===== config.mk =====
export PLATFORM = sky130hd
export DESIGN_NAME = dbgx_exec
export DESIGN_NICKNAME = d
export VERILOG_FILES = /design/src/rtl/dbgx_pkg.sv /design/src/rtl/dbgx_decode.sv /design/src/rtl/dbgx_ptr.sv /design/src/rtl/dbgx_csr.sv /design/src/rtl/dbgx_exec.sv
export SDC_FILE = /design/constraint.sdc
export NUM_CORES = 1
export LEC_CHECK = 0
export BUFFER_PORTS_ARGS = -buffer_cell sky130_fd_sc_hd__buf_2
export CAP_MARGIN = 0
export CORE_MARGIN = 2
export CORE_UTILIZATION = 57
export CTS_BUF_LIST = sky130_fd_sc_hd__clkbuf_4 sky130_fd_sc_hd__clkbuf_8 sky130_fd_sc_hd__clkbuf_16
export CTS_CLUSTER_DIAMETER = 200
export DETAILED_ROUTE_END_ITERATION = 8
export PLACE_DENSITY_LB_ADDON = 0.05
export SLEW_MARGIN = 20
export SYNTH_ARGS = -nofsm -noshare
export SYNTH_HDL_FRONTEND = slang
export SYNTH_SLANG_ARGS = --single-unit

===== constraint.sdc =====
create_clock -name clk -period 3.6 [get_ports clk]
set_clock_uncertainty 0.15 [all_clocks]
set_input_delay 0.36 -clock clk [delete_from_list [all_inputs] [get_ports clk]]
set_output_delay 0.36 -clock clk [all_outputs]
set_load 0.05 [all_outputs]

===== src/rtl/dbgx_pkg.sv =====
package dbgx_pkg;

  localparam int PTR_W = 32;

  localparam logic [2:0] OP_LD_DIR = 3'd0;
  localparam logic [2:0] OP_ST_DIR = 3'd1;
  localparam logic [2:0] OP_LD_IND = 3'd2;
  localparam logic [2:0] OP_ST_IND = 3'd3;
  localparam logic [2:0] OP_LD_CSR = 3'd4;
  localparam logic [2:0] OP_ST_CSR = 3'd5;

  typedef enum logic [1:0] {
    TGT_NONE = 2'd0,
    TGT_BUS  = 2'd1,
    TGT_PTR  = 2'd2,
    TGT_CSR  = 2'd3
  } tgt_e;

  typedef struct packed {
    logic       legal;
    logic       is_load;
    logic       need_addr;
    logic       post_inc;
    tgt_e       tgt;
    logic [1:0] alast;
    logic [1:0] dlast;
    logic [3:0] csr_idx;
  } cmd_t;

  typedef enum logic [2:0] {
    S_IDLE = 3'd0,
    S_ADDR = 3'd1,
    S_RXD  = 3'd2,
    S_WR   = 3'd3,
    S_RD   = 3'd4,
    S_TX   = 3'd5
  } state_e;

endpackage


===== src/rtl/dbgx_decode.sv =====
module dbgx_decode
  import dbgx_pkg::*;
(
  input  logic [7:0] cmd,
  output cmd_t       dec
);
  logic [2:0] op;
  logic [1:0] mode;

  assign op   = cmd[7:5];
  assign mode = cmd[3:2];

  always_comb begin
    dec           = '0;
    dec.tgt       = TGT_NONE;
    dec.csr_idx   = cmd[3:0];
    case (op)
      OP_LD_DIR, OP_ST_DIR: begin
        dec.legal     = 1'b1;
        dec.is_load   = (op == OP_LD_DIR);
        dec.need_addr = 1'b1;
        dec.tgt       = TGT_BUS;
        dec.alast     = cmd[3:2];
        dec.dlast     = cmd[1:0];
      end
      OP_LD_IND, OP_ST_IND: begin
        dec.legal    = 1'b1;
        dec.is_load  = (op == OP_LD_IND);
        dec.dlast    = cmd[1:0];
        dec.post_inc = (mode == 2'b10);
        dec.tgt      = (mode == 2'b01 || mode == 2'b10) ? TGT_BUS : TGT_PTR;
      end
      OP_LD_CSR, OP_ST_CSR: begin
        dec.legal   = 1'b1;
        dec.is_load = (op == OP_LD_CSR);
        dec.tgt     = TGT_CSR;
        dec.dlast   = 2'd0;
      end
      default: dec.legal = 1'b0;
    endcase
  end
endmodule


===== src/rtl/dbgx_ptr.sv =====
module dbgx_ptr
  import dbgx_pkg::*;
(
  input  logic             clk,
  input  logic             rst_n,
  input  logic             wr_en,
  input  logic [1:0]       wr_idx,
  input  logic [7:0]       wr_byte,
  input  logic             inc_en,
  output logic [PTR_W-1:0] ptr_q
);
  localparam int NBYTES = PTR_W / 8;

  for (genvar b = 0; b < NBYTES; b++) begin : g_byte
    always_ff @(posedge clk) begin
      if (!rst_n) begin
        ptr_q[8*b +: 8] <= 8'h00;
      end else if (wr_en && (wr_idx == 2'(b))) begin
        ptr_q[8*b +: 8] <= wr_byte;
      end else if (inc_en) begin
        ptr_q[8*b +: 8] <= 8'(({{(PTR_W-1){1'b0}}, 1'b1} + ptr_q) >> (8*b));
      end
    end
  end
endmodule


===== src/rtl/dbgx_csr.sv =====
module dbgx_csr #(
  parameter int NUM_CSR = 8
) (
  input  logic                 clk,
  input  logic                 rst_n,
  input  logic                 wr_en,
  input  logic [3:0]           idx,
  input  logic [7:0]           wdata,
  output logic [7:0]           rdata,
  output logic [8*NUM_CSR-1:0] regs_flat
);
  logic [7:0] regs [NUM_CSR];

  for (genvar g = 0; g < NUM_CSR; g++) begin : g_reg
    always_ff @(posedge clk) begin
      if (!rst_n)                         regs[g] <= 8'h00;
      else if (wr_en && idx == 4'(g))     regs[g] <= wdata;
    end
    assign regs_flat[8*g +: 8] = regs[g];
  end

  always_comb begin
    rdata = 8'h00;
    for (int k = 0; k < NUM_CSR; k++) begin
      if (idx == 4'(k)) rdata = regs[k];
    end
  end
endmodule


===== src/rtl/dbgx_exec.sv =====
module dbgx_exec
  import dbgx_pkg::*;
#(
  parameter int ADDR_W  = 24,
  parameter int NUM_CSR = 8
) (
  input  logic                 clk,
  input  logic                 rst_n,
  input  logic                 rx_valid,
  output logic                 rx_ready,
  input  logic [7:0]           rx_data,
  output logic                 tx_valid,
  input  logic                 tx_ready,
  output logic [7:0]           tx_data,
  output logic                 bus_valid,
  input  logic                 bus_ready,
  output logic                 bus_write,
  output logic [ADDR_W-1:0]    bus_addr,
  output logic [7:0]           bus_wdata,
  input  logic [7:0]           bus_rdata,
  output logic [8*NUM_CSR-1:0] csr_regs
);
  state_e           state_q;
  cmd_t             cmd_q;
  cmd_t             dec;
  logic [1:0]       idx_q;
  logic [PTR_W-1:0] base_q;
  logic [7:0]       dbyte_q;
  logic [PTR_W-1:0] ptr_q;
  logic [7:0]       csr_rdata;
  logic [7:0]       src_byte;
  logic             rx_fire, step_done, last_byte;
  logic             ptr_wr, ptr_inc, csr_wr;

  dbgx_decode u_dec (.cmd(rx_data), .dec(dec));

  dbgx_ptr u_ptr (
    .clk(clk), .rst_n(rst_n), .wr_en(ptr_wr), .wr_idx(idx_q),
    .wr_byte(dbyte_q), .inc_en(ptr_inc), .ptr_q(ptr_q)
  );

  dbgx_csr #(.NUM_CSR(NUM_CSR)) u_csr (
    .clk(clk), .rst_n(rst_n), .wr_en(csr_wr), .idx(cmd_q.csr_idx),
    .wdata(dbyte_q), .rdata(csr_rdata), .regs_flat(csr_regs)
  );

  assign rx_ready  = (state_q == S_IDLE) || (state_q == S_ADDR) || (state_q == S_RXD);
  assign rx_fire   = rx_valid && rx_ready;
  assign bus_valid = ((state_q == S_WR) || (state_q == S_RD)) && (cmd_q.tgt == TGT_BUS);
  assign bus_write = (state_q == S_WR);
  assign bus_addr  = ADDR_W'(base_q + PTR_W'(idx_q));
  assign bus_wdata = dbyte_q;
  assign tx_valid  = (state_q == S_TX);
  assign tx_data   = dbyte_q;
  assign step_done = ((state_q == S_WR) || (state_q == S_RD)) &&
                     ((cmd_q.tgt != TGT_BUS) || bus_ready);
  assign last_byte = (idx_q == cmd_q.dlast);
  assign ptr_wr    = (state_q == S_WR) && (cmd_q.tgt == TGT_PTR);
  assign csr_wr    = (state_q == S_WR) && (cmd_q.tgt == TGT_CSR);
  assign ptr_inc   = bus_valid && bus_ready && cmd_q.post_inc;

  always_comb begin
    case (cmd_q.tgt)
      TGT_BUS: src_byte = bus_rdata;
      TGT_PTR: src_byte = ptr_q[8*idx_q +: 8];
      TGT_CSR: src_byte = csr_rdata;
      default: src_byte = 8'h00;
    endcase
  end

  always_ff @(posedge clk) begin
    if (!rst_n) begin
      state_q <= S_IDLE;
      cmd_q   <= '0;
      idx_q   <= 2'd0;
      base_q  <= '0;
      dbyte_q <= 8'h00;
    end else begin
      case (state_q)
        S_IDLE: if (rx_fire) begin
          cmd_q  <= dec;
          idx_q  <= 2'd0;
          base_q <= dec.need_addr ? '0 : ptr_q;
          if (!dec.legal)        state_q <= S_IDLE;
          else if (dec.need_addr) state_q <= S_ADDR;
          else if (dec.is_load)  state_q <= S_RD;
          else                   state_q <= S_RXD;
        end
        S_ADDR: if (rx_fire) begin
          base_q[8*idx_q +: 8] <= rx_data;
          if (idx_q == cmd_q.alast) begin
            idx_q   <= 2'd0;
            state_q <= cmd_q.is_load ? S_RD : S_RXD;
          end else begin
            idx_q <= idx_q + 2'd1;
          end
        end
        S_RXD: if (rx_fire) begin
          dbyte_q <= rx_data;
          state_q <= S_WR;
        end
        S_WR: if (step_done) begin
          if (last_byte) begin
            state_q <= S_IDLE;
          end else begin
            idx_q   <= idx_q + 2'd1;
            state_q <= S_RXD;
          end
        end
        S_RD: if (step_done) begin
          dbyte_q <= src_byte;
          state_q <= S_TX;
        end
        S_TX: if (tx_ready) begin
          if (last_byte) begin
            state_q <= S_IDLE;
          end else begin
            idx_q   <= idx_q + 2'd1;
            state_q <= S_RD;
          end
        end
        default: state_q <= S_IDLE;
      endcase
    end
  end


  bus_hold_chk: assert property (@(posedge clk) disable iff (!rst_n)
    (bus_valid && !bus_ready) |=> (bus_valid && $stable(bus_addr) &&
                                   $stable(bus_write) && $stable(bus_wdata)));

  tx_hold_chk: assert property (@(posedge clk) disable iff (!rst_n)
    (tx_valid && !tx_ready) |=> (tx_valid && $stable(tx_data)));

  rx_block_chk: assert property (@(posedge clk) disable iff (!rst_n)
    (bus_valid || tx_valid) |-> !rx_ready);

  ptr_inc_chk: assert property (@(posedge clk) disable iff (!rst_n)
    (bus_valid && bus_ready && cmd_q.post_inc) |=> (ptr_q == $past(ptr_q) + 32'd1));

  ptr_keep_chk: assert property (@(posedge clk) disable iff (!rst_n)
    (bus_valid && bus_ready && !cmd_q.post_inc) |=> $stable(ptr_q));

  csr_nobus_chk: assert property (@(posedge clk) disable iff (!rst_n)
    ((state_q != S_IDLE) && (cmd_q.tgt == TGT_CSR)) |-> !bus_valid);

  reset_idle_chk: assert property (@(posedge clk)
    !rst_n |=> (rx_ready && !tx_valid && !bus_valid));

endmodule


==> results_dict.tcl <==
set metrics [dict create \
    grt_overflow_total 0 \
    synthCells 889 \
    htreeDepth 4 \
    nFillCells 1141 \
    yosysUniqueCellTypes 66 \
    grt_pass1_wl_um 39140 \
    ant_nets 0 \
    cts_buffers 17 \
    coreArea_um2 13990 \
    dieHeight_um 123.9 \
    std_cell_rows 43 \
    synth_edf_count 64 \
    synth_simple_gate_area_share_pct 22.30 \
    leakagePower_nw 3.639 \
    crit_chain "ha_1 -> a21oi_1 -> nor3b_1 -> and4_1 -> nand4_1 -> xnor2_1 -> buf_2" \
    fin_nets 1020 \
    wl_per_cell_um 21.74 \
    synth-main-ff-cell "dfxtp_1" \
    cp_num_buf_inv 1 \
    multi_input_area_um2 4277 \
    synth_nets 919 \
    ys_ff_latch 145 \
    async_flop_share_pct 0 \
    hold_path_class "in -> reg" \
    routed_wl_um 25710 \
    arrival_ps 2900 \
    groute.usage.overall_pct 34.22 \
    dp_hpwl_um 17820 \
    yosys_warnings 0 \
    avgSynthCellArea_um2 9.221 \
    power_w 0.006435 \
    cts_tree "done" \
    clockBufferDepth 2 \
    crit_type "reg -> out" \
    cts.sinks 145 \
    dpl.cell_count 1151 \
    synth_compound_area_share_pct 19.20 \
    layout-drive-gt1-share_pct 22.63 \
    drc 2 \
    tns_ps 0 \
    initial_core_util_pct 58.60 \
    drt-vias-per-instance 6.600 \
    synth_commonest_cells "dfxtp_1, nor2_1, and2_1" \
    synthAdderAreaFrac_pct 1.465 \
    yosysTopAreaCellShare_pct 23.44 \
    worst_ep_required_time_ps 3090 \
    slowest_delay_ps 590 \
    drv_cap 0 \
    hold_viol 0 \
    violations "design-rule violations" \
    fin_crit_sh_pct 94.84 \
    period_minus_slack_ps 3414 \
    fin_area_um2 9508 \
    grt_antenna_before_repair 0 \
    cts_root_buf "clkbuf_16" \
    dr.pass1.iters 9 \
    powerDensity_nw_per_um2 676.8 \
    n_antenna_cell 0 \
    drv_slew 0 \
    die_w_um 123.9 \
    post-cts-setup-buffers 0 \
    critPathTopFamily "simple AND/OR/NAND/NOR gates" \
    port_buffers 128 \
    cp-start-kind "flip-flop" \
    synthToLayoutAreaGrowth_pct 15.98 \
    seq_area_frac_synth_pct 43.22 \
    end_kind "output pin" \
    io_pins 129 \
    synth_top_family_by_area "simple AND/OR/NAND/NOR gates" \
    dpl_cell_area_um2 8929 \
    clk_pin_slew_ps 70 \
    ir_drop_uv 513.8 \
    finalSetupViolCount 0 \
    yosys.area.top_type "edfxtp_1" \
    path_max_fanout 9 \
    synth.area.top_cells "edfxtp_1, dfxtp_1, and2_1" \
    drt_iter0_drc 906 \
    syn_area_um2 8198 \
    tightestPinTransition_ps 1121 \
    die-area_um2 15360 \
    grt_max_degree 61 \
    synthMuxAreaShare_pct 5.617 \
    insertion_delay_ps 430 \
    seqCellArea_um2 3543 \
    synth_most_common_cell "dfxtp_1" \
    relSlewSlack_pct 25.11 \
    gp_congestion 0.9928 \
    status "finished, violations left" \
    vias 7808 \
    grt_pass1_vias 7029 \
    crit_path_top_delay_cell "dfxtp_1" \
    synth_xor_area_share_pct 3.526 \
    layoutNonFillerInstCount 1183 \
    timing.fmax_mhz 292.9 \
    rsz0062_at_grt "false" \
]
## final timing paths
check                                            start                               to  slack [ps]  cells after the start
worst min register to register  cmd_q[10]$_SDFFE_PN0P_           cmd_q[10]$_SDFFE_PN0P_         320                      2
worst max register to register   cmd_q[1]$_SDFFE_PN0P_  u_csr.regs[1][30]$_SDFFCE_PN0P_         820                      3
worst max-delay path             idx_q[1]$_SDFFE_PN0P_                     bus_addr[23]         190                      7
worst min-delay path                      bus_rdata[2]        bus_wdata[2]$_SDFFE_PN0P_         130                      3
## stage by stage
stage	hold slack (ps)	setup WS [ps]	utilization (%)
6_report	130.8	185.6	67.97
3_5_place_dp	303.9	538.0	63.83
4_1_cts	126.6	58.59	67.93
5_1_grt	129.5	3.045	67.97
2_1_floorplan	281.9	587.4	-
3_3_place_gp	299.2	629.5	63.83
## worst min-delay path, stage by stage
cell      delay (ps)
buf_2             90
a211oi_1          60
a31oi_1          160
## cell families (layout without fill, tap and decap cells)
family          after synthesis  count (layout)
buf+inv                      89             203
simple gates                350             350
xor+xnor                     33              33
fa+ha+maj                     9               9
compound gates              230             230
mux                          33              33
flops                       145             145
## state kept, by name, summed over array words and instances, names as in the netlist
| signal | flops |
|---|---|
| base_q | 24 |
| bus_wdata | 8 |
| cmd_q | 12 |
| idx_q | 2 |
| state_q | 3 |
| u_csr.regs | 64 |
| u_ptr.ptr_q | 32 |
## layout by cell type, fill, tap and decap left out, types with 30 or more instances in the layout
cell / netlist / layout
nand3_1: 34 / 34
nand2_1: 63 / 63
dfxtp_1: 81 / 81
o21ai_0: 31 / 31
buf_2: 13 / 128
nor2_1: 74 / 74
and2_1: 72 / 72
edfxtp_1: 64 / 64
a211oi_1: 30 / 30
a21oi_1: 47 / 47
## power breakdown
group | internal, W | leakage [nW] | switching, W
Clock | 0.000970 | 0.278 | 0.000766
Sequential | 0.00192 | 1.32 | 0.000458
Combinational | 0.000653 | 2.04 | 0.00167
## final cells by class
cell class                      count  area share, %
Timing Repair Buffer              151          8.554
Tap cell                          180          2.369
Clock buffer                       17          4.474
Sequential cell                   145          37.27
Multi-Input combinational cell    655          44.98
Clock inverter                     15          1.566
Inverter                           20         0.7896
## what timing repair did
item | 4_1_cts | 5_1_grt
hold buffers | 0 | 0
endpoints found under the setup margin | 0 | 4
resized for setup | 0 | 1
## metal layers
metal  GRT usage [%]  vias to the layer above  wire [um]
met3           7.738                       56       2892
met1           49.60                     3767      10660
met4           11.31                        0        685
met2           50.76                      483      11470
li1                -                     3502          -
met5               0                        -          0
Note: power is estimated with default switching activity, not from simulation.
